[src/rtl/tsem_pkg.sv]
package tsem_pkg;

  localparam int unsigned OFS_TICKET = 32'h08;
  localparam int unsigned OFS_LOCK   = 32'h0C;

  typedef enum logic [1:0] {
    SEL_NONE   = 2'd0,
    SEL_TICKET = 2'd1,
    SEL_LOCK   = 2'd2
  } reg_sel_e;

endpackage

[src/rtl/tsem_decode.sv]
module tsem_decode
  import tsem_pkg::*;
#(
  parameter int ADDR_W = 8
) (
  input  logic [ADDR_W-1:0] addr,
  output reg_sel_e          sel
);

  localparam logic [ADDR_W-1:0] A_TICKET = ADDR_W'(OFS_TICKET);
  localparam logic [ADDR_W-1:0] A_LOCK   = ADDR_W'(OFS_LOCK);

  always_comb begin
    if (addr == A_TICKET)    sel = SEL_TICKET;
    else if (addr == A_LOCK) sel = SEL_LOCK;
    else                     sel = SEL_NONE;
  end

endmodule

[src/rtl/tsem_ticket_ctr.sv]
module tsem_ticket_ctr #(
  parameter int TICKET_W = 32
) (
  input  logic                clk,
  input  logic                rst,
  input  logic                advance,
  output logic [TICKET_W-1:0] ticket_q
);

  localparam logic [TICKET_W-1:0] T_FIRST = TICKET_W'(1);
  localparam logic [TICKET_W-1:0] T_LAST  = '1;

  always_ff @(posedge clk) begin
    if (rst) begin
      ticket_q <= T_FIRST;
    end else if (advance) begin
      // zero is the free marker, so the wrap lands on one
      ticket_q <= (ticket_q == T_LAST) ? T_FIRST : ticket_q + T_FIRST;
    end
  end

endmodule

[src/rtl/tsem_lock_reg.sv]
module tsem_lock_reg #(
  parameter int DATA_W = 32
) (
  input  logic              clk,
  input  logic              rst,
  input  logic              wr,
  input  logic [DATA_W-1:0] wdata,
  output logic [DATA_W-1:0] owner_q
);

  logic free_now;
  logic release_req;

  assign free_now    = (owner_q == '0);
  assign release_req = (wdata == '0);

  always_ff @(posedge clk) begin
    if (rst) begin
      owner_q <= '0;
    end else if (wr && (release_req || free_now)) begin
      owner_q <= wdata;
    end
  end

endmodule

[src/rtl/ticket_semaphore.sv]
module ticket_semaphore
  import tsem_pkg::*;
#(
  parameter int DATA_W   = 32,
  parameter int ADDR_W   = 8,
  parameter int TICKET_W = 32
) (
  input  logic              clk,
  input  logic              rst,
  input  logic              rd_en,
  input  logic              wr_en,
  input  logic [ADDR_W-1:0] addr,
  input  logic [DATA_W-1:0] wr_data,
  output logic [DATA_W-1:0] rd_data,
  output logic              rd_valid
);

  reg_sel_e            sel;
  logic [TICKET_W-1:0] ticket_q;
  logic [DATA_W-1:0]   owner_q;
  logic [DATA_W-1:0]   ticket_ext;
  logic [DATA_W-1:0]   rd_mux;

  tsem_decode #(.ADDR_W(ADDR_W)) dec_i (
    .addr (addr),
    .sel  (sel)
  );

  tsem_ticket_ctr #(.TICKET_W(TICKET_W)) ctr_i (
    .clk      (clk),
    .rst      (rst),
    .advance  (rd_en && (sel == SEL_TICKET)),
    .ticket_q (ticket_q)
  );

  tsem_lock_reg #(.DATA_W(DATA_W)) lock_i (
    .clk     (clk),
    .rst     (rst),
    .wr      (wr_en && (sel == SEL_LOCK)),
    .wdata   (wr_data),
    .owner_q (owner_q)
  );

  generate
    if (TICKET_W < DATA_W) begin : g_pad
      assign ticket_ext = {{(DATA_W-TICKET_W){1'b0}}, ticket_q};
    end else begin : g_full
      assign ticket_ext = ticket_q[DATA_W-1:0];
    end
  endgenerate

  always_comb begin
    case (sel)
      SEL_TICKET: rd_mux = ticket_ext;
      SEL_LOCK:   rd_mux = owner_q;
      default:    rd_mux = '0;
    endcase
  end

  always_ff @(posedge clk) begin
    if (rst) begin
      rd_valid <= 1'b0;
      rd_data  <= '0;
    end else begin
      rd_valid <= rd_en;
      if (rd_en) rd_data <= rd_mux;
    end
  end

endmodule

[config.mk]
export PLATFORM = sky130hd
export DESIGN_NAME = ticket_semaphore
export DESIGN_NICKNAME = d
export VERILOG_FILES = /design/src/rtl/tsem_pkg.sv /design/src/rtl/tsem_decode.sv /design/src/rtl/tsem_ticket_ctr.sv /design/src/rtl/tsem_lock_reg.sv /design/src/rtl/ticket_semaphore.sv
export SDC_FILE = /design/constraint.sdc
export NUM_CORES = 1
export LEC_CHECK = 0
export BUFFER_PORTS_ARGS = -buffer_cell sky130_fd_sc_hd__buf_2
export CAP_MARGIN = 20
export CORE_MARGIN = 10
export CORE_UTILIZATION = 35
export CTS_CLUSTER_SIZE = 20
export DETAILED_ROUTE_END_ITERATION = 8
export SLEW_MARGIN = 10
export SYNTH_ARGS = -nofsm -noshare
export SYNTH_HDL_FRONTEND = slang
export SYNTH_SLANG_ARGS = --single-unit
[constraint.sdc]
create_clock -name clk -period 1.83 [get_ports clk]
set_clock_uncertainty 0.1 [all_clocks]
set_input_delay 0.183 -clock clk [delete_from_list [all_inputs] [get_ports clk]]
set_output_delay 0.183 -clock clk [all_outputs]
set_load 0.1 [all_outputs]
### Word level (Yosys, flattened, before mapping)

Cells that the tools add are included.

| storage, ports and cells | value |
|---|---|
| bits in registers | 97 |
| latch bits | 0 |
| bits in writable memories | 0 |
| bits in read-only memories | 0 |
| output and inout bits | 33 |
| word-level logic and storage cells | 20 |
| memories | 0 |

| cells by class | value |
|---|---|
| $add $sub $neg | 1 |
| $mul | 0 |
| divide/modulo/power cells | 0 |
| magnitude comparators | 0 |
| equal/unequal tests | 5 |
| shift operators | 0 |
| mux-type cells | 4 |
| bitwise gates (word level) | 0 |
| reduce and logical (&&, ||, !) cells | 6 |

Operators by type and width:

| cell | count |
|---|---|
| 32-bit zero test | 2 |
| 32-bit one-hot mux with 2 select lines | 1 |
| 32-bit by 1-bit adder with 32-bit output, second input constant | 1 |
| 32-bit equality test, second input constant | 1 |
| 32-bit two-way mux | 1 |
| 8-bit by 4-bit equality test with 1-bit output, second input constant | 2 |
| 2-bit two-way mux | 2 |
| 1-bit logical AND | 3 |
| 2-bit by 1-bit equality test with 1-bit output, second input constant | 1 |
| 2-bit equality test, second input constant | 1 |
| 1-bit logical OR | 1 |

### Logic depth before layout (Yosys ltp)

| logic depth | value |
|---|---|
| depth in word-level cells | 6 |
| depth in mapped cells | 8 |

### Modules after synthesis

From an unflattened synthesis, not the netlist that was laid out.

| unflattened totals | value |
|---|---|
| cells, all modules | 468 |
| area, all modules | 4673.2 µm² |

Modules (own cells, without submodules):

| module | instances | cells an instance | area an instance (µm²) | seq. area each (µm²) |
|---|---|---|---|---|
| tsem_ticket_ctr | 1 | 176 | 1582.8 | 640.6 |
| ticket_semaphore | 1 | 121 | 1550.2 | 660.6 |
| tsem_lock_reg | 1 | 167 | 1505.2 | 640.6 |
| tsem_decode | 1 | 4 | 35.0 | 0.0 |

### Least setup slack after synthesis

OpenSTA, ideal clock, no wires.

| timing path | value |
|---|---|
| kind | reg2reg |
| start point | register ctr_i.ticket_q[0] |
| end point | register ctr_i.ticket_q[26] |
| setup time | 66 ps |
| arrival time | 1722 ps |
| path slack | -58 ps |
| stages on the path, launching flop included | 8 |
| buffers on the path | 1 |
| path through | dfxtp_1 ha_1 and4_1 and3_1 clkbuf_1 nand3_2 or3_1 a21oi_2 |

| on the way | value |
|---|---|
| longest elaborated chain between the ends | 2 |
| elaborated cells on any way between the ends | 3 |

Ends and longest elaborated chain:

| item | RTL line | text |
|---|---|---|
| start: declaration | tsem_ticket_ctr.sv:7 | `output logic [TICKET_W-1:0] ticket_q` |
| start signal: assignment | tsem_ticket_ctr.sv:18 | `ticket_q <= (ticket_q == T_LAST) ? T_FIRST : ticket_q + T_FIRST;` |
| 32-bit by 1-bit adder with 32-bit output or 32-bit equality test (tied branches) | tsem_ticket_ctr.sv:18 |  |
| 32-bit two-way mux * | tsem_ticket_ctr.sv:18 |  |

Mark *: on every way between the ends. The rest lies on a longest branch, timed or not.
A chain may end at the register's enable or synchronous reset.

### Final worst setup path

| timing path | value |
|---|---|
| start point | register lock_i.owner_q[27] |
| end point | register lock_i.owner_q[12] |

| on the way | value |
|---|---|
| longest elaborated chain between the ends | 3 |

Ends and longest elaborated chain:

| item | RTL line | text |
|---|---|---|
| start: declaration | tsem_lock_reg.sv:8 | `output logic [DATA_W-1:0] owner_q` |
| start signal: assignment | tsem_lock_reg.sv:21 | `owner_q <= wdata;` |
| 32-bit zero test | tsem_lock_reg.sv:14 | `assign free_now = (owner_q == '0);` |
| 1-bit logical OR | tsem_lock_reg.sv:20 | `end else if (wr && (release_req \|\| free_now)) begin` |
| 1-bit logical AND | tsem_lock_reg.sv:20 |  |

Every way passes these cells.

==> results_dict.tcl <==
set metrics [dict create \
    synth_ff_type "dfxtp_1" \
    min_from "wr_data[18]" \
    core_um2 12620 \
    ys_types 35 \
    syn-cell-area_um2 4492 \
    layout.cells.non_filler 781 \
    insertedDiodeCount 0 \
    firstDrtPassIters 4 \
    overflow 0 \
    rrSetupSlack_ps -60 \
    holdPathEnd "lock_i.owner_q[18]$_SDFFE_PP0P_" \
    status "finished with violations" \
    die_y_um 133.3 \
    syn_to_final_growth_pct 31.87 \
    grt_pass1_vias 4221 \
    fmax_mhz 527.9 \
    drive_above_1_share_pct 29.72 \
    drcViolationCount 0 \
    clock-sinks 97 \
    antenna_left 0 \
    leakage_uw 0.002240 \
    port-buffer-count 76 \
    rr_worst_depth 6 \
    clock_latency_ps 340 \
    syn_nets 532 \
    cts_root_buffer "clkbuf_16" \
    syn_inst 487 \
    path_buf_inv 1 \
    cp_max_fo 12 \
    period_minus_slack_ps 1894 \
    layout_commonest_cell "nand2b_1" \
    dp_hpwl_um 9341 \
    pin_count 77 \
    initial_core_util_pct 35.59 \
    antenna_found_initial 0 \
    worstSetupPathType "reg2reg" \
    timing.rr.end "lock_i.owner_q[12]$_SDFFE_PP0P_" \
    holdPathStages 3 \
    clk_pin_slew_ps 60 \
    worst_slack_ps -64.45 \
    place_inst 764 \
    routed_wl_um 12650 \
    cts_max_path_buffers 2 \
    powerDensity_nw_per_um2 736.2 \
    rsz0062_at_grt "true" \
    maxCapViolations 0 \
    final-max-slew-violation-count 0 \
    hold_viol 0 \
    slowest_stage "dfxtp_2" \
    synth_edf_count 0 \
    dieWidth_um 133.3 \
    fin_crit_sh_pct 103.5 \
    hold_ws_ps 11.52 \
    num-fill-cells 1223 \
    cp_data_arrival_time_ps 2050 \
    track_usage_pct 14.32 \
    setup_viol 29 \
    ys_seq_area_share_pct 43.23 \
    via_per_inst 5.087 \
    gp_congestion 0.8266 \
    synth-seq-cells 97 \
    worst_pin_slew_ps 617.8 \
    avgSynthCellArea_um2 9.223 \
    violations "negative setup slack" \
    die_area_um2 17760 \
    cts_tree "yes" \
    irDropWorstVdd_uv 382.9 \
    min_path_type "in2reg" \
    mostFrequentLayoutCells "nand2b_1, dfxtp_1, buf_2, buf_4, a21oi_1" \
    yosysWarnings 0 \
    slowest_delay_ps 340 \
    vias 3973 \
    worstPathCellList "nor4_4, nand4_1, o22ai_1, and3_4, buf_12, mux2i_1" \
    slew_headroom_pct 58.82 \
    drtIter0Drc 263 \
    grt_max_degree 66 \
    wl_per_cell_um 16.19 \
    fp-row-count 41 \
    setup.worst_path.start_class "flip-flop" \
    ys_async_sr_fraction_pct 0 \
    critPathRequiredTime_ps 1990 \
    reg2reg_from "lock_i.owner_q[27]$_SDFFE_PP0P_" \
    cts.htree.levels 3 \
    finalNetCount 649 \
    cts_inserted_buffers 9 \
    grt_pass1_wl_um 20980 \
    crit_family "simple AND/OR/NAND/NOR gates" \
    crit_path_end_kind "flip-flop" \
]
-- layer usage --
layer	global-route usage [%]	vias to the layer above	routed length, um
met5	0	-	0
met4	5.744	0	292
met3	3.346	19	472
met2	24.53	65	6384
met1	16.83	1920	5495
li1	-	1969	-
-- cell type report --
cell class                      count  area, um^2  share of cell area (%)
Multi-Input combinational cell    350        2471                   41.72
Inverter                            2       7.507                  0.1267
Clock buffer                       10       229.0                   3.866
Sequential cell                    97        1946                   32.85
Clock inverter                      6       91.34                   1.542
Tap cell                          172       215.2                   3.633
Timing Repair Buffer              144       963.4                   16.27
-- cell families after synthesis --
kind of cell / after synthesis / synth area share (%)
DFF: 97 / 43.23
AOI/OAI and AO/OA: 71 / 10.89
muxes: 32 / 7.131
xor gates and xnor gates: 29 / 5.655
and+or+nand+nor: 217 / 28.89
buffers and inverters: 40 / 3.928
adders and majority gates: 1 / 0.2785
-- worst min-delay path: cells and delay by family --
kind          cells  cell delay (ps)
mux               1               50
buf+inv           1              100
simple gates      1               60
-- Yosys cell counts, drive strengths merged (3+ instances only) --
master,number,area (um^2)
xor2,16,140.1
mux2i,32,320.3
clkbuf,27,101.4
nor2b,3,18.77
nand2,9,33.78
xnor2,13,113.9
a32oi,31,271.5
a21oi,34,173.9
nand3,9,50.05
nor4,24,171.4
nor2,32,120.1
nand4,20,140.1
buf,11,67.57
nand2b,95,594.3
dfxtp,97,1942
and4,7,61.31
nor3,5,25.02
and3,8,50.05
-- report_power, final --
part / leakage (uW) / switching, uW / internal (uW)
sequential: 0.000783 / 1.02 / 2110
combinational: 0.00131 / 119 / 105
clock: 0.000145 / 821 / 1200
total: 0.00224 / 941 / 3420
-- worst max-delay path by stage --
stage	cells after the start	start	slack [ps]	end
floorplan	7	ctr_i.ticket_q[0]$_SDFFE_PP1P_	10	ctr_i.ticket_q[26]$_SDFFE_PP0P_
global placement	6	lock_i.owner_q[25]$_SDFFE_PP0P_	-70	lock_i.owner_q[26]$_SDFFE_PP0P_
detailed placement	6	lock_i.owner_q[24]$_SDFFE_PP0P_	-190	lock_i.owner_q[12]$_SDFFE_PP0P_
CTS	6	lock_i.owner_q[16]$_SDFFE_PP0P_	-50	lock_i.owner_q[12]$_SDFFE_PP0P_
global route	6	lock_i.owner_q[27]$_SDFFE_PP0P_	-190	lock_i.owner_q[31]$_SDFFE_PP0P_
finish	6	lock_i.owner_q[27]$_SDFFE_PP0P_	-60	lock_i.owner_q[12]$_SDFFE_PP0P_
-- metrics by stage --
stage / total power [uW] / worst slack (ps) / setup TNS, ps / instance area (um^2) / util [%]
5_1_grt: 4547 / -192.0 / -4733 / 5923 / 46.94
4_1_cts: 4407 / -45.60 / -114.1 / 5866 / 46.48
3_5_place_dp: 2384 / -188.4 / -4646 / 5463 / 43.29
2_1_floorplan: 2277 / 10.37 / 0 / 4496 / -
6_report: 4360 / -64.45 / -708.4 / 5923 / 46.94
3_3_place_gp: 2380 / -65.70 / -2112 / 5463 / 43.29
-- timing repair --
action | in CTS | in global routing
setup buffers | 0 | 0
endpoints found under the setup margin | 33 | 60
endpoints found under the hold margin | 0 | 0
pin swaps | 3 | 6
gates resized for setup | 12 | 13
gates cloned | 1 | 0
hold buffers | 0 | 0
-- registers in the layout, summed over array words and instances (netlist names) --
name / cells
ctr_i.ticket_q: 32
rd_valid: 1
rd_data: 32
lock_i.owner_q: 32
Power figures use the tool's default switching activity.
